$ cat config.mk
export PLATFORM = sky130hd
export DESIGN_NAME = perf_counter_unit
export DESIGN_NICKNAME = d
export VERILOG_FILES = /design/src/rtl/pcu_pkg.sv /design/src/rtl/pcu_slice.sv /design/src/rtl/pcu_global.sv /design/src/rtl/pcu_rdmux.sv /design/src/rtl/perf_counter_unit.sv
export SDC_FILE = /design/constraint.sdc
export NUM_CORES = 1
export LEC_CHECK = 0
export ABC_AREA = 1
export BUFFER_PORTS_ARGS = -buffer_cell sky130_fd_sc_hd__buf_2
export CORE_UTILIZATION = 60
export CTS_CLUSTER_DIAMETER = 50
export DETAILED_ROUTE_END_ITERATION = 12
export MAX_ROUTING_LAYER = met4
export PLACE_DENSITY = 0.85
export SLEW_MARGIN = 20
export SYNTH_ARGS = -nofsm -noshare
export SYNTH_HDL_FRONTEND = slang
export SYNTH_SLANG_ARGS = --single-unit
$ cat constraint.sdc
create_clock -name clk -period 4.55 [get_ports clk]
set_input_delay 0.6825 -clock clk [delete_from_list [all_inputs] [get_ports clk]]
set_output_delay 0.6825 -clock clk [all_outputs]
set_load 0.02 [all_outputs]
$ cat src/rtl/pcu_pkg.sv
package pcu_pkg;
    localparam int ADDR_W  = 12;
    localparam int NUM_EVT = 8;
    localparam int SEL_W   = $clog2(NUM_EVT);
    localparam int EN_BIT  = 22;
    localparam int CAP_W   = 4;

    localparam logic [ADDR_W-1:0] CTL_BASE = 12'h000;
    localparam logic [ADDR_W-1:0] CNT_BASE = 12'h100;
    localparam logic [ADDR_W-1:0] A_OVF    = 12'h300;
    localparam logic [ADDR_W-1:0] A_GATE   = 12'h301;
    localparam logic [ADDR_W-1:0] A_CLR    = 12'h302;
    localparam logic [ADDR_W-1:0] A_CAP    = 12'h304;
endpackage

$ cat src/rtl/pcu_slice.sv
module pcu_slice
    import pcu_pkg::*;
#(
    parameter int CNT_W = 48
) (
    input  logic               clk,
    input  logic               rst_n,
    input  logic               ctl_we,
    input  logic               cnt_we,
    input  logic [CNT_W-1:0]   wdata,
    input  logic               gate_en,
    input  logic [NUM_EVT-1:0] evt_in,
    output logic               loc_en,
    output logic [SEL_W-1:0]   loc_sel,
    output logic [CNT_W-1:0]   cnt,
    output logic               wrap
);
    typedef struct packed {
        logic             en;
        logic [SEL_W-1:0] sel;
        logic [CNT_W-1:0] cnt;
    } slice_t;

    slice_t s_d, s_q;
    logic   hit;

    always_comb begin
        s_d  = s_q;
        hit  = s_q.en & gate_en & evt_in[s_q.sel];
        wrap = 1'b0;
        if (ctl_we) begin
            s_d.en  = wdata[EN_BIT];
            s_d.sel = wdata[SEL_W-1:0];
        end
        if (cnt_we) begin
            s_d.cnt = wdata;
        end else if (hit) begin
            s_d.cnt = s_q.cnt + 1'b1;
            wrap    = &s_q.cnt;
        end
    end

    always_ff @(posedge clk) begin
        if (!rst_n) s_q <= '0;
        else        s_q <= s_d;
    end

    assign loc_en  = s_q.en;
    assign loc_sel = s_q.sel;
    assign cnt     = s_q.cnt;
endmodule

$ cat src/rtl/pcu_global.sv
module pcu_global #(
    parameter int N = 6
) (
    input  logic         clk,
    input  logic         rst_n,
    input  logic         gate_we,
    input  logic         clr_we,
    input  logic [N-1:0] wbits,
    input  logic [N-1:0] wrap_vec,
    output logic [N-1:0] gate,
    output logic [N-1:0] ovf,
    output logic         irq
);
    typedef struct packed {
        logic [N-1:0] gate;
        logic [N-1:0] ovf;
    } glob_t;

    glob_t g_d, g_q;
    logic [N-1:0] clr_mask;

    always_comb begin
        g_d      = g_q;
        clr_mask = clr_we ? wbits : '0;
        if (gate_we) g_d.gate = wbits;
        // a wrap on this edge outranks a clear of the same bit
        g_d.ovf = (g_q.ovf & ~clr_mask) | wrap_vec;
    end

    always_ff @(posedge clk) begin
        if (!rst_n) g_q <= '0;
        else        g_q <= g_d;
    end

    assign gate = g_q.gate;
    assign ovf  = g_q.ovf;
    assign irq  = |g_q.ovf;
endmodule

$ cat src/rtl/pcu_rdmux.sv
module pcu_rdmux
    import pcu_pkg::*;
#(
    parameter int N     = 6,
    parameter int CNT_W = 48
) (
    input  logic [ADDR_W-1:0]  addr,
    input  logic [N-1:0]       en_vec,
    input  logic [N*SEL_W-1:0] sel_flat,
    input  logic [N*CNT_W-1:0] cnt_flat,
    input  logic [N-1:0]       gate,
    input  logic [N-1:0]       ovf,
    output logic [CNT_W-1:0]   rdata
);
    always_comb begin
        rdata = '0;
        for (int i = 0; i < N; i++) begin
            if (addr == CTL_BASE + ADDR_W'(i)) begin
                rdata[EN_BIT]      = en_vec[i];
                rdata[SEL_W-1:0]   = sel_flat[i*SEL_W +: SEL_W];
            end
            if (addr == CNT_BASE + ADDR_W'(i)) begin
                rdata = cnt_flat[i*CNT_W +: CNT_W];
            end
        end
        case (addr)
            A_OVF:   rdata[N-1:0]     = ovf;
            A_GATE:  rdata[N-1:0]     = gate;
            A_CAP:   rdata[CAP_W-1:0] = CAP_W'(N);
            default: ;
        endcase
    end
endmodule

$ cat src/rtl/perf_counter_unit.sv
module perf_counter_unit
    import pcu_pkg::*;
#(
    parameter int NUM_CTR = 6,
    parameter int CNT_W   = 48
) (
    input  logic               clk,
    input  logic               rst_n,
    input  logic [NUM_EVT-1:0] evt_in,
    input  logic               reg_we,
    input  logic [ADDR_W-1:0]  reg_addr,
    input  logic [CNT_W-1:0]   reg_wdata,
    output logic [CNT_W-1:0]   reg_rdata,
    output logic               irq
);
    logic [NUM_CTR-1:0]       en_vec;
    logic [NUM_CTR*SEL_W-1:0] sel_flat;
    logic [NUM_CTR*CNT_W-1:0] cnt_flat;
    logic [NUM_CTR-1:0]       ovf_vec;
    logic [NUM_CTR-1:0]       glb_q;
    logic [NUM_CTR-1:0]       status_q;

    for (genvar g = 0; g < NUM_CTR; g++) begin : g_slice
        pcu_slice #(.CNT_W(CNT_W)) u_slice (
            .clk     (clk),
            .rst_n   (rst_n),
            .ctl_we  (reg_we && (reg_addr == CTL_BASE + ADDR_W'(g))),
            .cnt_we  (reg_we && (reg_addr == CNT_BASE + ADDR_W'(g))),
            .wdata   (reg_wdata),
            .gate_en (glb_q[g]),
            .evt_in  (evt_in),
            .loc_en  (en_vec[g]),
            .loc_sel (sel_flat[g*SEL_W +: SEL_W]),
            .cnt     (cnt_flat[g*CNT_W +: CNT_W]),
            .wrap    (ovf_vec[g])
        );
    end

    pcu_global #(.N(NUM_CTR)) u_global (
        .clk      (clk),
        .rst_n    (rst_n),
        .gate_we  (reg_we && (reg_addr == A_GATE)),
        .clr_we   (reg_we && (reg_addr == A_CLR)),
        .wbits    (reg_wdata[NUM_CTR-1:0]),
        .wrap_vec (ovf_vec),
        .gate     (glb_q),
        .ovf      (status_q),
        .irq      (irq)
    );

    pcu_rdmux #(.N(NUM_CTR), .CNT_W(CNT_W)) u_rdmux (
        .addr     (reg_addr),
        .en_vec   (en_vec),
        .sel_flat (sel_flat),
        .cnt_flat (cnt_flat),
        .gate     (glb_q),
        .ovf      (status_q),
        .rdata    (reg_rdata)
    );
endmodule

==> impl_metrics.sql <==
INSERT INTO impl_metrics (metric_group, metric, value, unit) VALUES
('synthesis', 'post_synth_main_area_contributors', 'dfxtp_1 28%, nand2_1 12%, xor2_1 7.6%', ''),
('worst_setup_path', 'cp.arrival', '3.39', 'ns'),
('synthesis', 'synthFlopType', 'dfxtp_1', ''),
('final_layout', 'nFillCells', '3559', ''),
('sta', 'final.min_clock_period', '4.07', 'ns'),
('worst_setup_path', 'worst_setup_path_end_kind', 'primary output', ''),
('synthesis', 'async_reset_ff_share', '0', '%'),
('synthesis', 'ys_seq_elements', '324', ''),
('synthesis', 'synth.most_common_cell', 'nand2_1', ''),
('clock_tree', 'clock-sinks', '324', ''),
('worst_setup_path', 'crit_path_top_delay_cell', 'nor2_4', ''),
('sta', 'final.period_utilization', '89.4', '%'),
('place', 'gp_routability_congestion', '1.08', ''),
('final_layout', 'final_layout_size_suffix_gt1_share', '9.56', '%'),
('synthesis', 'yosysSeqAreaShare', '28.0', '%'),
('worst_setup_path', 'crit_fanout', '35', ''),
('floorplanning', 'chipHeight', '198', 'um'),
('sta', 'unrepaired_setup_endpoints_after_global_routing', 'no', ''),
('synthesis', 'synthesis.yosys.warnings', '0', ''),
('clock_tree', 'cts_made_buffers', '45', ''),
('worst_setup_path', 'crit_type', 'in -> out', ''),
('synthesis', 'synth_area', '0.0231', 'mm2'),
('synthesis', 'yosys.cell_types.count', '63', ''),
('drt', 'drt_first_pass_iters', '7', ''),
('synthesis', 'synth.top_cell.area_share', '28.0', '%'),
('drt', 'drc', '0', ''),
('clock_tree', 'cts_repair_resize_count', '0', ''),
('floorplanning', 'ioPinCount', '120', ''),
('power_and_ir_drop', 'p_per_area', '261', 'mW/mm2'),
('drt', 'vias_per_cell', '6.54', ''),
('global_route', 'global_route.usage.total', '51.4', '%'),
('synthesis', 'synth_fp_nets', '3657', ''),
('sta', 'worst_clock_skew', '0.0173', 'ns'),
('clock_tree', 'postCtsSetupRepairBufs', '0', ''),
('clock_tree', 'cts_hold_repair.buffers', '0', ''),
('global_route', 'grt-ovfl-total', '0', ''),
('run_status', 'run_status', 'finished, final reports clean', ''),
('global_route', 'number_of_global_route_vias_before_repair', '24000', ''),
('worst_setup_path', 'critical_path.startpoint_type', 'primary input', ''),
('clock_tree', 'clk_latency', '0.59', 'ns'),
('power_and_ir_drop', 'cellLeakagePower', '8.69', 'nW'),
('drt', 'wirelength', '100000', 'um'),
('floorplanning', 'floorplan.core_area', '0.0378', 'mm2'),
('worst_setup_path', 'critPathMaxStageDelay', '0.37', 'ns'),
('final_layout', 'design.final.nets', '3692', ''),
('clock_tree', 'h_tree_levels', '2', ''),
('drt', 'wire_per_inst', '24.0', 'um'),
('power_and_ir_drop', 'worst_ir_drop_vdd', '258', 'uV'),
('final_layout', 'areaGrowthSynthToFinish', '9.83', '%'),
('clock_tree', 'cts.path.max_buffers', '3', ''),
('sta', 'hold_violations', '0', ''),
('sta', 'setup_total_negative_slack', '0', 'ns'),
('drt', 'route.antenna.remaining_nets', '0', ''),
('drt', 'detailedRoute.firstIterationViolations', '4117', ''),
('synthesis', 'synth_edf_count', '0', ''),
('global_route', 'maximum_number_of_pins_on_one_net_before_global_route_repair', '142', ''),
('worst_setup_path', 'timing.critical_path.cells', 'buf_2 -> nor2_1 -> nand2_1 -> nor2_4 -> inv_2 -> nor2_2 -> buf_4 -> inv_2 -> o22ai_1 -> a21oi_1 -> a32oi_1 -> buf_2', ''),
('clock_tree', 'cts_tree', 'built', ''),
('global_route', 'grt_antenna_before_repair', '4', ''),
('drt', 'vias', '27200', ''),
('sta', 'report.final.slew_viol_count', '0', ''),
('floorplanning', 'num_rows', '71', ''),
('worst_hold_path', 'hp-class', 'in -> reg', ''),
('clock_tree', 'clk_pin_slew_worst_paths', '0.06', 'ns'),
('synthesis', 'syn-mean-instance-area', '6.46', 'um2'),
('sta', 'finalHoldWorstSlack', '0.380', 'ns'),
('flow_run', 'maxCapViolations', '0', ''),
('floorplanning', 'initial_utilization', '61.1', '%'),
('synthesis', 'netlist.top_cell.by_area', 'dfxtp_1', ''),
('sta', 'worst-slew-pin-transition', '1.18', 'ns'),
('sta', 'fmax', '0.246', 'GHz'),
('floorplanning', 'die_w', '198', 'um'),
('synthesis', 'synth_cells', '3580', ''),
('sta', 'setup_failing_eps_final', '0', ''),
('synthesis', 'synthTopCellsByCount', '717 x nand2_1, 409 x inv_1, 336 x a21oi_1, 329 x nor2_1, 324 x dfxtp_1', ''),
('clock_tree', 'cts-root-buf', 'clkbuf_16', ''),
('worst_setup_path', 'cp.required', '3.87', 'ns'),
('floorplanning', 'full_die_area', '0.0393', 'mm2'),
('place', 'io_buffer_count', '119', ''),
('place', 'post-dp-hpwl', '74100', 'um'),
('sta', 'timing.max_slew.rel_slack', '21.3', '%'),
('global_route', 'wire_length_of_the_first_global_routing_pass', '147000', 'um');
==> cell families (layout without fill, tap and decap cells) <==
logic type | Yosys count | in the layout | synth area share, %
simple gates | 1549 | 1549 | 30.6
compound gates | 874 | 874 | 22.2
buf+inv | 592 | 661 | 9.92
flops | 324 | 324 | 28.0
xor+xnor | 235 | 235 | 8.90
fa+ha+maj | 6 | 6 | 0.325
other cells | 0 | 4 | 0
==> state kept, by name, indices dropped and copies added (netlist names) <==
register                 cells
g_slice.u_slice.loc_en       6
u_global.gate                6
g_slice.u_slice.loc_sel     18
g_slice.u_slice.cnt        288
u_global.ovf                 6
==> report_power, final <==
group | leakage [nW] | switching [mW] | internal (mW) | total (mW)
clock | 0.703 | 1.47 | 2.07 | 3.55
combinational | 5.38 | 0.206 | 0.0406 | 0.247
sequential | 2.61 | 0.000410 | 2.84 | 2.84
==> layout make-up <==
cell class,instances,area [um2],share of cell area [%]
Antenna cell,4,10.0,0.0394
Clock buffer,59,1260,4.96
Clock inverter,22,208,0.817
Inverter,432,1630,6.41
Multi-Input combinational cell,2664,14400,56.5
Sequential cell,324,6490,25.5
Tap cell,511,639,2.52
Timing Repair Buffer,148,813,3.20
==> placed cells by master (no fill, tap or decap), types with 30 or more instances in the layout <==
master,n
a221oi_1,31
buf_2,119
xnor2_1,33
nor2_2,30
dfxtp_1,324
a21oi_1,336
nand2_1,717
o21ai_0,200
o221ai_1,33
inv_1,409
clkbuf_16,46
a31oi_1,63
nor3_1,116
xor2_1,202
nor4_1,64
nand3_1,118
nor2_1,327
nand4_1,95
o22ai_1,96
==> metrics by stage <==
stage / cells / setup slack (ns) / instance area, um2 / util [%] / total power [mW]
detailed placement: 4079 / 0.590 / 23900 / 63.2 / 3.13
global route: 4163 / 0.361 / 25400 / 67.1 / 6.73
floorplan: 3580 / 1.43 / 23100 / - / 2.99
global placement: 4079 / 0.616 / 23900 / 63.2 / 3.13
finish: 4164 / 0.480 / 25400 / 67.1 / 6.63
CTS: 4160 / 0.585 / 25400 / 67.1 / 6.59
==> worst max-delay path, delay by kind of cell <==
kind                   cells  cell delay [ns]
AO/OA/AOI/OAI              3             0.82
AND/OR/NAND/NOR            4             0.77
buffers and inverters      5             1.07
==> final timing paths <==
check,endpoint,cells past startpoint,slack (ns),startpoint
worst max-delay path,reg_rdata[21],12,0.48,reg_addr[11]
worst min-delay path,g_slice[2].u_slice.cnt[43]$_SDFFE_PN0P_,3,0.38,reg_wdata[43]
worst max register to register,u_global.ovf[5]$_SDFF_PN0_,11,0.76,g_slice[5].u_slice.cnt[0]$_SDFFE_PN0P_
worst min register to register,g_slice[5].u_slice.cnt[42]$_SDFFE_PN0P_,2,0.47,g_slice[5].u_slice.cnt[42]$_SDFFE_PN0P_
==> routing by layer <==
layer	track usage [%]	vias up	part of all wire [%]
met5	-	-	0
met3	15.8	478	15
met1	64.7	12300	38
met2	71.0	2156	40
met4	32.3	0	7.8
li1	-	12300	-
No activity file was read; power rests on OpenSTA's default activity.
